==> src/rtl/tc_irq_pkg.sv <==
package tc_irq_pkg;
  localparam int NUM_SRC  = 4;
  localparam int NUM_EVT  = 2;
  localparam int SRC_WRAP = 0;
  localparam int SRC_MTCH = 1;
  localparam int SRC_CERR = 2;
  localparam int SRC_SYNC = 3;
  localparam int A_EVCTL  = 0;
  localparam int A_ENCLR  = 1;
  localparam int A_ENSET  = 2;
  localparam int A_FLAGS  = 3;
endpackage

==> src/rtl/tc_irq_regif.sv <==
module tc_irq_regif
  import tc_irq_pkg::*;
#(
  parameter int ADDR_W = 2,
  parameter int DATA_W = 4
) (
  input  logic              we_i,
  input  logic [ADDR_W-1:0] addr_i,
  input  logic [NUM_SRC-1:0] flags_i,
  input  logic [NUM_SRC-1:0] mask_i,
  input  logic [NUM_EVT-1:0] evctl_i,
  output logic              wr_evctl_o,
  output logic              wr_set_o,
  output logic              wr_clr_o,
  output logic              wr_flag_o,
  output logic [DATA_W-1:0] rdata_o
);
  logic sel_ev, sel_clr, sel_set, sel_flg;

  assign sel_ev  = addr_i == ADDR_W'(A_EVCTL);
  assign sel_clr = addr_i == ADDR_W'(A_ENCLR);
  assign sel_set = addr_i == ADDR_W'(A_ENSET);
  assign sel_flg = addr_i == ADDR_W'(A_FLAGS);

  assign wr_evctl_o = we_i & sel_ev;
  assign wr_set_o   = we_i & sel_set;
  assign wr_clr_o   = we_i & sel_clr;
  assign wr_flag_o  = we_i & sel_flg;

  always_comb begin
    rdata_o = '0;
    if (sel_ev)                rdata_o = DATA_W'(evctl_i);
    else if (sel_clr | sel_set) rdata_o = DATA_W'(mask_i);
    else if (sel_flg)          rdata_o = DATA_W'(flags_i);
  end
endmodule

==> src/rtl/tc_irq_flags.sv <==
module tc_irq_flags
  import tc_irq_pkg::*;
(
  input  logic               clk_i,
  input  logic               rst_ni,
  input  logic [NUM_SRC-1:0] cond_i,
  input  logic               wr_flag_i,
  input  logic [NUM_SRC-1:0] wdata_i,
  output logic [NUM_SRC-1:0] flags_o
);
  for (genvar k = 0; k < NUM_SRC; k++) begin : g_flag
    logic flag_q;
    // a new condition wins over a same-cycle clear
    always_ff @(posedge clk_i or negedge rst_ni) begin
      if (!rst_ni)          flag_q <= 1'b0;
      else if (cond_i[k])   flag_q <= 1'b1;
      else if (wr_flag_i && wdata_i[k]) flag_q <= 1'b0;
    end
    assign flags_o[k] = flag_q;
  end
endmodule

==> src/rtl/tc_irq_mask.sv <==
module tc_irq_mask
  import tc_irq_pkg::*;
(
  input  logic               clk_i,
  input  logic               rst_ni,
  input  logic               wr_set_i,
  input  logic               wr_clr_i,
  input  logic [NUM_SRC-1:0] wdata_i,
  output logic [NUM_SRC-1:0] mask_o
);
  logic [NUM_SRC-1:0] set_v, clr_v;

  assign set_v = wr_set_i ? wdata_i : '0;
  assign clr_v = wr_clr_i ? wdata_i : '0;

  always_ff @(posedge clk_i or negedge rst_ni) begin
    if (!rst_ni) mask_o <= '0;
    else         mask_o <= (mask_o | set_v) & ~clr_v;
  end
endmodule

==> src/rtl/tc_irq_evt.sv <==
module tc_irq_evt
  import tc_irq_pkg::*;
(
  input  logic               clk_i,
  input  logic               rst_ni,
  input  logic               wr_evctl_i,
  input  logic [NUM_EVT-1:0] wdata_i,
  input  logic [NUM_EVT-1:0] cond_i,
  output logic [NUM_EVT-1:0] evctl_o,
  output logic [NUM_EVT-1:0] evt_o
);
  always_ff @(posedge clk_i or negedge rst_ni) begin
    if (!rst_ni)         evctl_o <= '0;
    else if (wr_evctl_i) evctl_o <= wdata_i;
  end

  for (genvar e = 0; e < NUM_EVT; e++) begin : g_gate
    assign evt_o[e] = cond_i[e] & evctl_o[e];
  end
endmodule

==> src/rtl/tc_irq_unit.sv <==
module tc_irq_unit
  import tc_irq_pkg::*;
#(
  parameter int ADDR_W = 2,
  parameter int DATA_W = 4
) (
  input  logic              clk_i,
  input  logic              rst_ni,
  input  logic [3:0]        cond_i,
  input  logic              we_i,
  input  logic [ADDR_W-1:0] addr_i,
  input  logic [DATA_W-1:0] wdata_i,
  output logic [DATA_W-1:0] rdata_o,
  output logic              irq_o,
  output logic              evt_wrap_o,
  output logic              evt_match_o
);
  logic [NUM_SRC-1:0] flags_q, mask_q;
  logic [NUM_EVT-1:0] evctl_q, evt_v;
  logic wr_evctl, wr_set, wr_clr, wr_flag;

  tc_irq_regif #(.ADDR_W(ADDR_W), .DATA_W(DATA_W)) u_regif (
    .we_i(we_i), .addr_i(addr_i), .flags_i(flags_q), .mask_i(mask_q),
    .evctl_i(evctl_q), .wr_evctl_o(wr_evctl), .wr_set_o(wr_set),
    .wr_clr_o(wr_clr), .wr_flag_o(wr_flag), .rdata_o(rdata_o)
  );

  tc_irq_flags u_flags (
    .clk_i(clk_i), .rst_ni(rst_ni), .cond_i(cond_i), .wr_flag_i(wr_flag),
    .wdata_i(wdata_i[NUM_SRC-1:0]), .flags_o(flags_q)
  );

  tc_irq_mask u_mask (
    .clk_i(clk_i), .rst_ni(rst_ni), .wr_set_i(wr_set), .wr_clr_i(wr_clr),
    .wdata_i(wdata_i[NUM_SRC-1:0]), .mask_o(mask_q)
  );

  tc_irq_evt u_evt (
    .clk_i(clk_i), .rst_ni(rst_ni), .wr_evctl_i(wr_evctl),
    .wdata_i(wdata_i[NUM_EVT-1:0]), .cond_i(cond_i[NUM_EVT-1:0]),
    .evctl_o(evctl_q), .evt_o(evt_v)
  );

  assign irq_o       = |(flags_q & mask_q);
  assign evt_wrap_o  = evt_v[SRC_WRAP];
  assign evt_match_o = evt_v[SRC_MTCH];
endmodule

==> config.mk <==
export PLATFORM = sky130hd
export DESIGN_NAME = tc_irq_unit
export DESIGN_NICKNAME = d
export VERILOG_FILES = /design/src/rtl/tc_irq_pkg.sv /design/src/rtl/tc_irq_regif.sv /design/src/rtl/tc_irq_flags.sv /design/src/rtl/tc_irq_mask.sv /design/src/rtl/tc_irq_evt.sv /design/src/rtl/tc_irq_unit.sv
export SDC_FILE = /design/constraint.sdc
export NUM_CORES = 1
export LEC_CHECK = 0
export BUFFER_PORTS_ARGS = -buffer_cell sky130_fd_sc_hd__buf_2
export CAP_MARGIN = 20
export CORE_UTILIZATION = 42
export DETAILED_ROUTE_END_ITERATION = 10
export HOLD_SLACK_MARGIN = 0.08
export PLACE_DENSITY = 0.68
export RECOVER_POWER = 50
export SETUP_SLACK_MARGIN = 0.02
export SYNTH_ARGS = -nofsm -noshare
export SYNTH_HDL_FRONTEND = slang
export SYNTH_HIERARCHICAL = 1
export SYNTH_SLANG_ARGS = --single-unit
==> constraint.sdc <==
create_clock -name clk_i -period 0.8 [get_ports clk_i]
set_input_delay 0.04 -clock clk_i [delete_from_list [all_inputs] [get_ports clk_i]]
set_output_delay 0.04 -clock clk_i [all_outputs]
set_load 0.03 [all_outputs]
=== Word level (Yosys, flattened, before mapping) ===
Cells that the tools add are included.

* Flip-flop bits (word level): 10
* Logic and storage cells: 43
* Input bits: 13
* Output and inout bits: 7

* Bitwise logic cells: 11
* Muxes and demuxes: 13
* Equal/unequal tests: 3
* Reduce and logical (&&, ||, !) cells: 10

{| class="wikitable"
|+ Operators with widths
! cell !! number
|-
| 2-to-1 mux 4 bit || 5
|-
| AND 4 bit || 2
|-
| 2-to-1 mux 1 bit || 8
|-
| nonzero test 2 bit || 4
|-
| AND 1 bit || 6
|-
| == test 2 bit (second input constant) || 2
|-
| logical AND 1 bit || 4
|-
| inverter 4 bit || 1
|-
| OR 4 bit || 1
|-
| OR reduction 4 bit || 1
|-
| == test 2 x 1 -> 1 bit (second input constant) || 1
|-
| zero test 2 bit || 1
|-
| OR 1 bit || 1
|}

=== Depth between registers and ports, before layout ===
* Word-level depth: 5
* Gate-level depth with buffers: 5
* Mapped depth without buffers: 5

=== Modules after synthesis ===
Netlist, hierarchy kept.

{| class="wikitable"
|+ By module, submodules not included
! module !! cells an instance !! instances !! seq. area each (sq um) !! area an instance (sq um)
|-
| tc_irq_flags || 16 || 1 || 100.1 || 175.2
|-
| tc_irq_regif || 24 || 1 || 0.0 || 162.7
|-
| tc_irq_mask || 12 || 1 || 100.1 || 140.1
|-
| tc_irq_evt || 6 || 1 || 50.0 || 85.1
|-
| tc_irq_unit || 3 || 1 || 0.0 || 18.8
|}

=== Worst setup path after synthesis ===
No wires, ideal clock.

* Path kind: input to output
* Start: in addr_i[0]
* End: out rdata_o[2]
* Required time: 760 ps
* Slack: -345 ps
* Stages on the path: 4
* Data arrival time: 1,105 ps
* Buffers on the path: 0
* Cells stage by stage: inv_1 ha_1 nand3b_1 a21oi_1

* Word-level cells in the longest chain between the ends: 4
* Elaborated cells between the ends (all ways): 8
* Classes of those cells: eq/ne: 3; mux: 3; bitwise: 1; reduce/logical: 1

{| class="wikitable"
|+ Ends and longest elaborated chain
! what !! RTL line !! source
|-
| from (decl) || tc_irq_unit.sv:11 || <nowiki>input logic [ADDR_W-1:0] addr_i,</nowiki>
|-
| == test 2 bit, or another cell as far along || tc_irq_regif.sv:23 || <nowiki>assign sel_flg = addr_i == ADDR_W'(A_FLAGS);</nowiki>
|-
| 2-to-1 mux 4 bit or OR 1 bit (tied branches) || tc_irq_regif.sv:34, tc_irq_regif.sv:33 ||
|-
| 2-to-1 mux 4 bit || tc_irq_regif.sv:33 || <nowiki>else if (sel_clr | sel_set) rdata_o = DATA_W'(mask_i);</nowiki>
|-
| 2-to-1 mux 4 bit (*) || tc_irq_regif.sv:32 || <nowiki>if (sel_ev) rdata_o = DATA_W'(evctl_i);</nowiki>
|-
| to (decl) || tc_irq_unit.sv:13 || <nowiki>output logic [DATA_W-1:0] rdata_o,</nowiki>
|}

Mark *: on every way between the ends. The rest lies on a longest branch, timed or not.

=== Final worst setup path ===
* Start: reg u_mask.mask_o[1]
* End: out irq_o

* Word-level cells in the longest chain between the ends: 2

{| class="wikitable"
|+ Ends and longest elaborated chain
! what !! RTL line !! source
|-
| from (decl) || tc_irq_mask.sv:9 || <nowiki>output logic [NUM_SRC-1:0] mask_o</nowiki>
|-
| from (signal assigned) || tc_irq_mask.sv:18 || <nowiki>else mask_o <= (mask_o | set_v) & ~clr_v;</nowiki>
|-
| AND 4 bit || tc_irq_unit.sv:44 || <nowiki>assign irq_o = |(flags_q & mask_q);</nowiki>
|-
| OR reduction 4 bit || tc_irq_unit.sv:44 ||
|-
| to (decl) || tc_irq_unit.sv:14 || <nowiki>output logic irq_o,</nowiki>
|}

No other way between the ends.

==> impl_metrics.csv <==
group,metric,value,unit
status,status,"finished with violations",
status,violations,"negative setup slack",
yosys,syn-instance-count,61,
die,rows,13,
finish,stdcell_area,0.001106,sq mm
yosys,synth-async-reset-ratio,100.0,%
hold_path,whs_path_depth,3,
sta,grt_setup_unrepaired,"yes",
die,floorplan.die.width,39.22,microns
die,starting_density_of_the_core,44.71,%
critical_path,cp.required,0.76,ns
sta,timing.clock.skew,0,ns
sta,final_worst_path_period_share,147.6,%
sta,worst_slew_margin_relative_to_its_limit,64.19,%
critical_path,rr_worst_depth,5,
finish,syn_to_final_growth,90.11,%
clock_tree,cts_inserted_buffers,3,
finish,antenna_diode_instance_count,0,
yosys,top_cells_by_area_synth,"sky130_fd_sc_hd__dfrtp_1 43%, sky130_fd_sc_hd__a21oi_1 12%, sky130_fd_sc_hd__ha_1 8.6%",
grt,grt_max_degree,11,
critical_path,startpoint_type,"flip-flop",
sta,timing_worst_slew_pin_value,0.5371,ns
clock_tree,buffer_cell_driving_the_clock_tree_root,"sky130_fd_sc_hd__clkbuf_4",
die,io_pins,20,
grt,grtUsageMet2,33.33,%
sta,postLayoutSetupSlackWorst,-0.3806,ns
clock_tree,tritoncts_num_sinks,10,
critical_path,cpMaxStageDelayCell,"sky130_fd_sc_hd__dfrtp_1",
detailed_routing,antenna_nets_post_route,0,
yosys,postSynthRegisterBits,10,
detailed_routing,routed-via-count,579,
clock_tree,worst_skew_pair.late_latency,0.27,ns
grt,grt_overflow_total,0,
grt,grt.busiest_layer,"met2",
power,power_density,1739,mW/mm^2
yosys,post_synth_instance_area,581.8,sq um
placed_design,post-place-ws,-0.2881,ns
sta,min_period,1.181,ns
die,core_region_area,0.001301,sq mm
sta,fin_setup_tns,-2.519,ns
yosys,ys.flop_type,"sky130_fd_sc_hd__dfrtp_1",
hold_path,holdPathEnd,"u_mask/mask_o[1]",
yosys,synth_largest_type_area_fraction,43.01,%
critical_path,timing.critical_path.mode_cell,"sky130_fd_sc_hd__buf_6",
yosys,yosysMostFrequentCell,"sky130_fd_sc_hd__a21oi_1",
sta,timing_max_transition_violations_final,0,
yosys,synth.yosys.seq_area_share,43.01,%
yosys,netlist-cell-type-count,12,
yosys,synth_commonest_cells,"14 x sky130_fd_sc_hd__a21oi_1, 10 x sky130_fd_sc_hd__dfrtp_1, 7 x sky130_fd_sc_hd__nand2_1",
critical_path,largest_fanout_on_the_critical_path,2,
critical_path,crit_path_cell_trace,"buf_6, a22oi_2, nand2_2, buf_6",
detailed_routing,drt-total-wl,1.546,mm
finish,design.final.nets,121,
critical_path,timing.reg2reg.setup_slack,-0.21,ns
finish,layout.cells.non_filler,118,
sta,fmaxAchievable,847.1,MHz
grt,grt_util_all_layers,22.78,%
detailed_routing,dr.first_iter.drc_count,7,
sta,endpoints_failing_hold,0,
grt,first_pass_grt_wire_length,2.270,mm
die,die_height,39.22,microns
placed_design,post-dp-hpwl,1.015,mm
yosys,synth_edf_count,0,
grt,groute.layer.met1.usage,32.72,%
critical_path,setup.worst_path.end_class,"output pin",
detailed_routing,drt_pass1_iterations,4,
grt,grt_pass1_vias,523,
detailed_routing,avgRoutedWirePerCell,13.10,microns
clock_tree,clock_tree.htree_level_count,1,
hold_path,hold_start,"wdata_i[1]",
yosys,syn-num-nets,78,
die,die_area,0.001538,sq mm
clock_tree,cts.path.max_buffers,2,
critical_path,critPathKind,"reg -> out",
detailed_routing,drt-vias-per-instance,4.907,
grt,global_route.usage.met3,1.734,%
clock_tree,cts_tree,"done",
power,cellLeakagePower,0.0004826,uW
hold_path,worstHoldPathType,"in -> reg",
yosys,postSynthAreaPerCell,9.538,sq um
placed_design,placed_cells,96,
critical_path,r2r_path_end,"u_mask/mask_o[1]",
placed_design,globalplace.congestion,0.7181,
yosys,synth_largest_area_cell,"sky130_fd_sc_hd__dfrtp_1",
finish,post_route_cells_drive_above_1_share,53.40,%
placed_design,placed_area,800.8,sq um
clock_tree,clk_transition_reported_paths,0.07,ns
placed_design,port_buffer_count,19,
flow_run,max_cap_violations,0,
critical_path,cp_data_arrival_time,1.14,ns
power,vdd.ir_drop.worst,0.001272,V
critical_path,r2r-start,"u_mask/mask_o[1]",
critical_path,worst_path_largest_cell_delay,0.40,ns
sta,finalSetupViolCount,11,
grt,grt_antenna_before_repair,0,
yosys,synth_warnings,6,
power,p_total,1923,uW
detailed_routing,drc_errors,0,
## state kept, by name (all words and copies together), names as in the netlist
| register | count |
|---|---|
| u_flags/g_flag.flag_q | 4 |
| u_mask/mask_o | 4 |
| u_evt/evctl_o | 2 |
## routing by layer
metal | routed length [microns] | vias up
met2 | 718 | 13
met3 | 23 | 2
li1 | - | 293
met4 | 25 | 0
met1 | 779 | 271
met5 | 0 | -
## kinds of logic after synthesis
logic type	Yosys count	share of synthesized area [%]
multiplexers	2	3.871
flip-flops	10	43.01
adder cells (fa/ha/maj)	4	8.602
AND/OR/NAND/NOR	19	18.28
AO/OA/AOI/OAI	20	19.78
buffers and inverters	6	6.452
## per-stage QoR
step / hold slack [ns] / utilization (%)
6_report: 0.1757 / 85.00
5_1_grt: 0.1991 / 85.00
4_1_cts: 0.1548 / 80.87
3_5_place_dp: -0.09144 / 61.54
3_3_place_gp: -0.09367 / 61.54
2_1_floorplan: -0.2556 / -
## layout make-up
type / instances / area, sq um
Tap cell: 15 / 18.77
Clock buffer: 4 / 36.28
Sequential cell: 10 / 250.2
Timing Repair Buffer: 42 / 365.4
Inverter: 2 / 25.02
Multi-Input combinational cell: 45 / 410.4
Fill cell: 66 / 195.2
## worst max-delay path: cells and delay by family (launching register included)
family,cells,cell delay [ns]
compound gates,1,0.14
simple gates,1,0.07
buf+inv,2,0.27
flops,1,0.40
## where the power goes
group,internal (uW),switching [uW]
clock network,277,191
logic,453,359
registers,571,70.9
## cells in the final DEF (no fill, tap or decap), types with 2 or more instances in the layout
cell,n
sky130_fd_sc_hd__nand3b_1,4
sky130_fd_sc_hd__dfrtp_1,10
sky130_fd_sc_hd__mux2_4,2
sky130_fd_sc_hd__nor2b_1,2
sky130_fd_sc_hd__a21o_1,4
sky130_fd_sc_hd__dlygate4sd3_1,11
sky130_fd_sc_hd__buf_4,5
sky130_fd_sc_hd__a21oi_2,5
sky130_fd_sc_hd__clkbuf_4,3
sky130_fd_sc_hd__and2_1,2
sky130_fd_sc_hd__a22oi_2,2
sky130_fd_sc_hd__nand2_1,6
sky130_fd_sc_hd__buf_2,11
sky130_fd_sc_hd__and2_4,3
sky130_fd_sc_hd__a21oi_1,4
sky130_fd_sc_hd__a21oi_4,5
sky130_fd_sc_hd__ha_1,3
sky130_fd_sc_hd__buf_6,13
## repair_timing
action / 4_1_cts / 5_1_grt
gates resized for setup: 20 / 12
pin swaps: 4 / 2
endpoints found under the hold margin: 20 / 0
hold buffers: 12 / 0
endpoints found under the setup margin: 11 / 15
buffers inserted: 4 / 3
## worst max-delay path by stage
| stage | from | to | slack (ns) | depth (start not counted) |
|---|---|---|---|---|
| finish | u_mask/mask_o[1] | irq_o | -0.38 | 4 |
| global route | u_mask/mask_o[1] | irq_o | -0.42 | 4 |
| CTS | u_mask/mask_o[1] | irq_o | -0.37 | 4 |
| detailed placement | addr_i[1] | rdata_o[3] | -0.29 | 6 |
| global placement | addr_i[1] | rdata_o[1] | -0.27 | 6 |
| floorplan | u_flags/g_flag[1].flag_q | rdata_o[1] | -0.02 | 3 |
No activity file was read; power rests on OpenSTA's default activity.
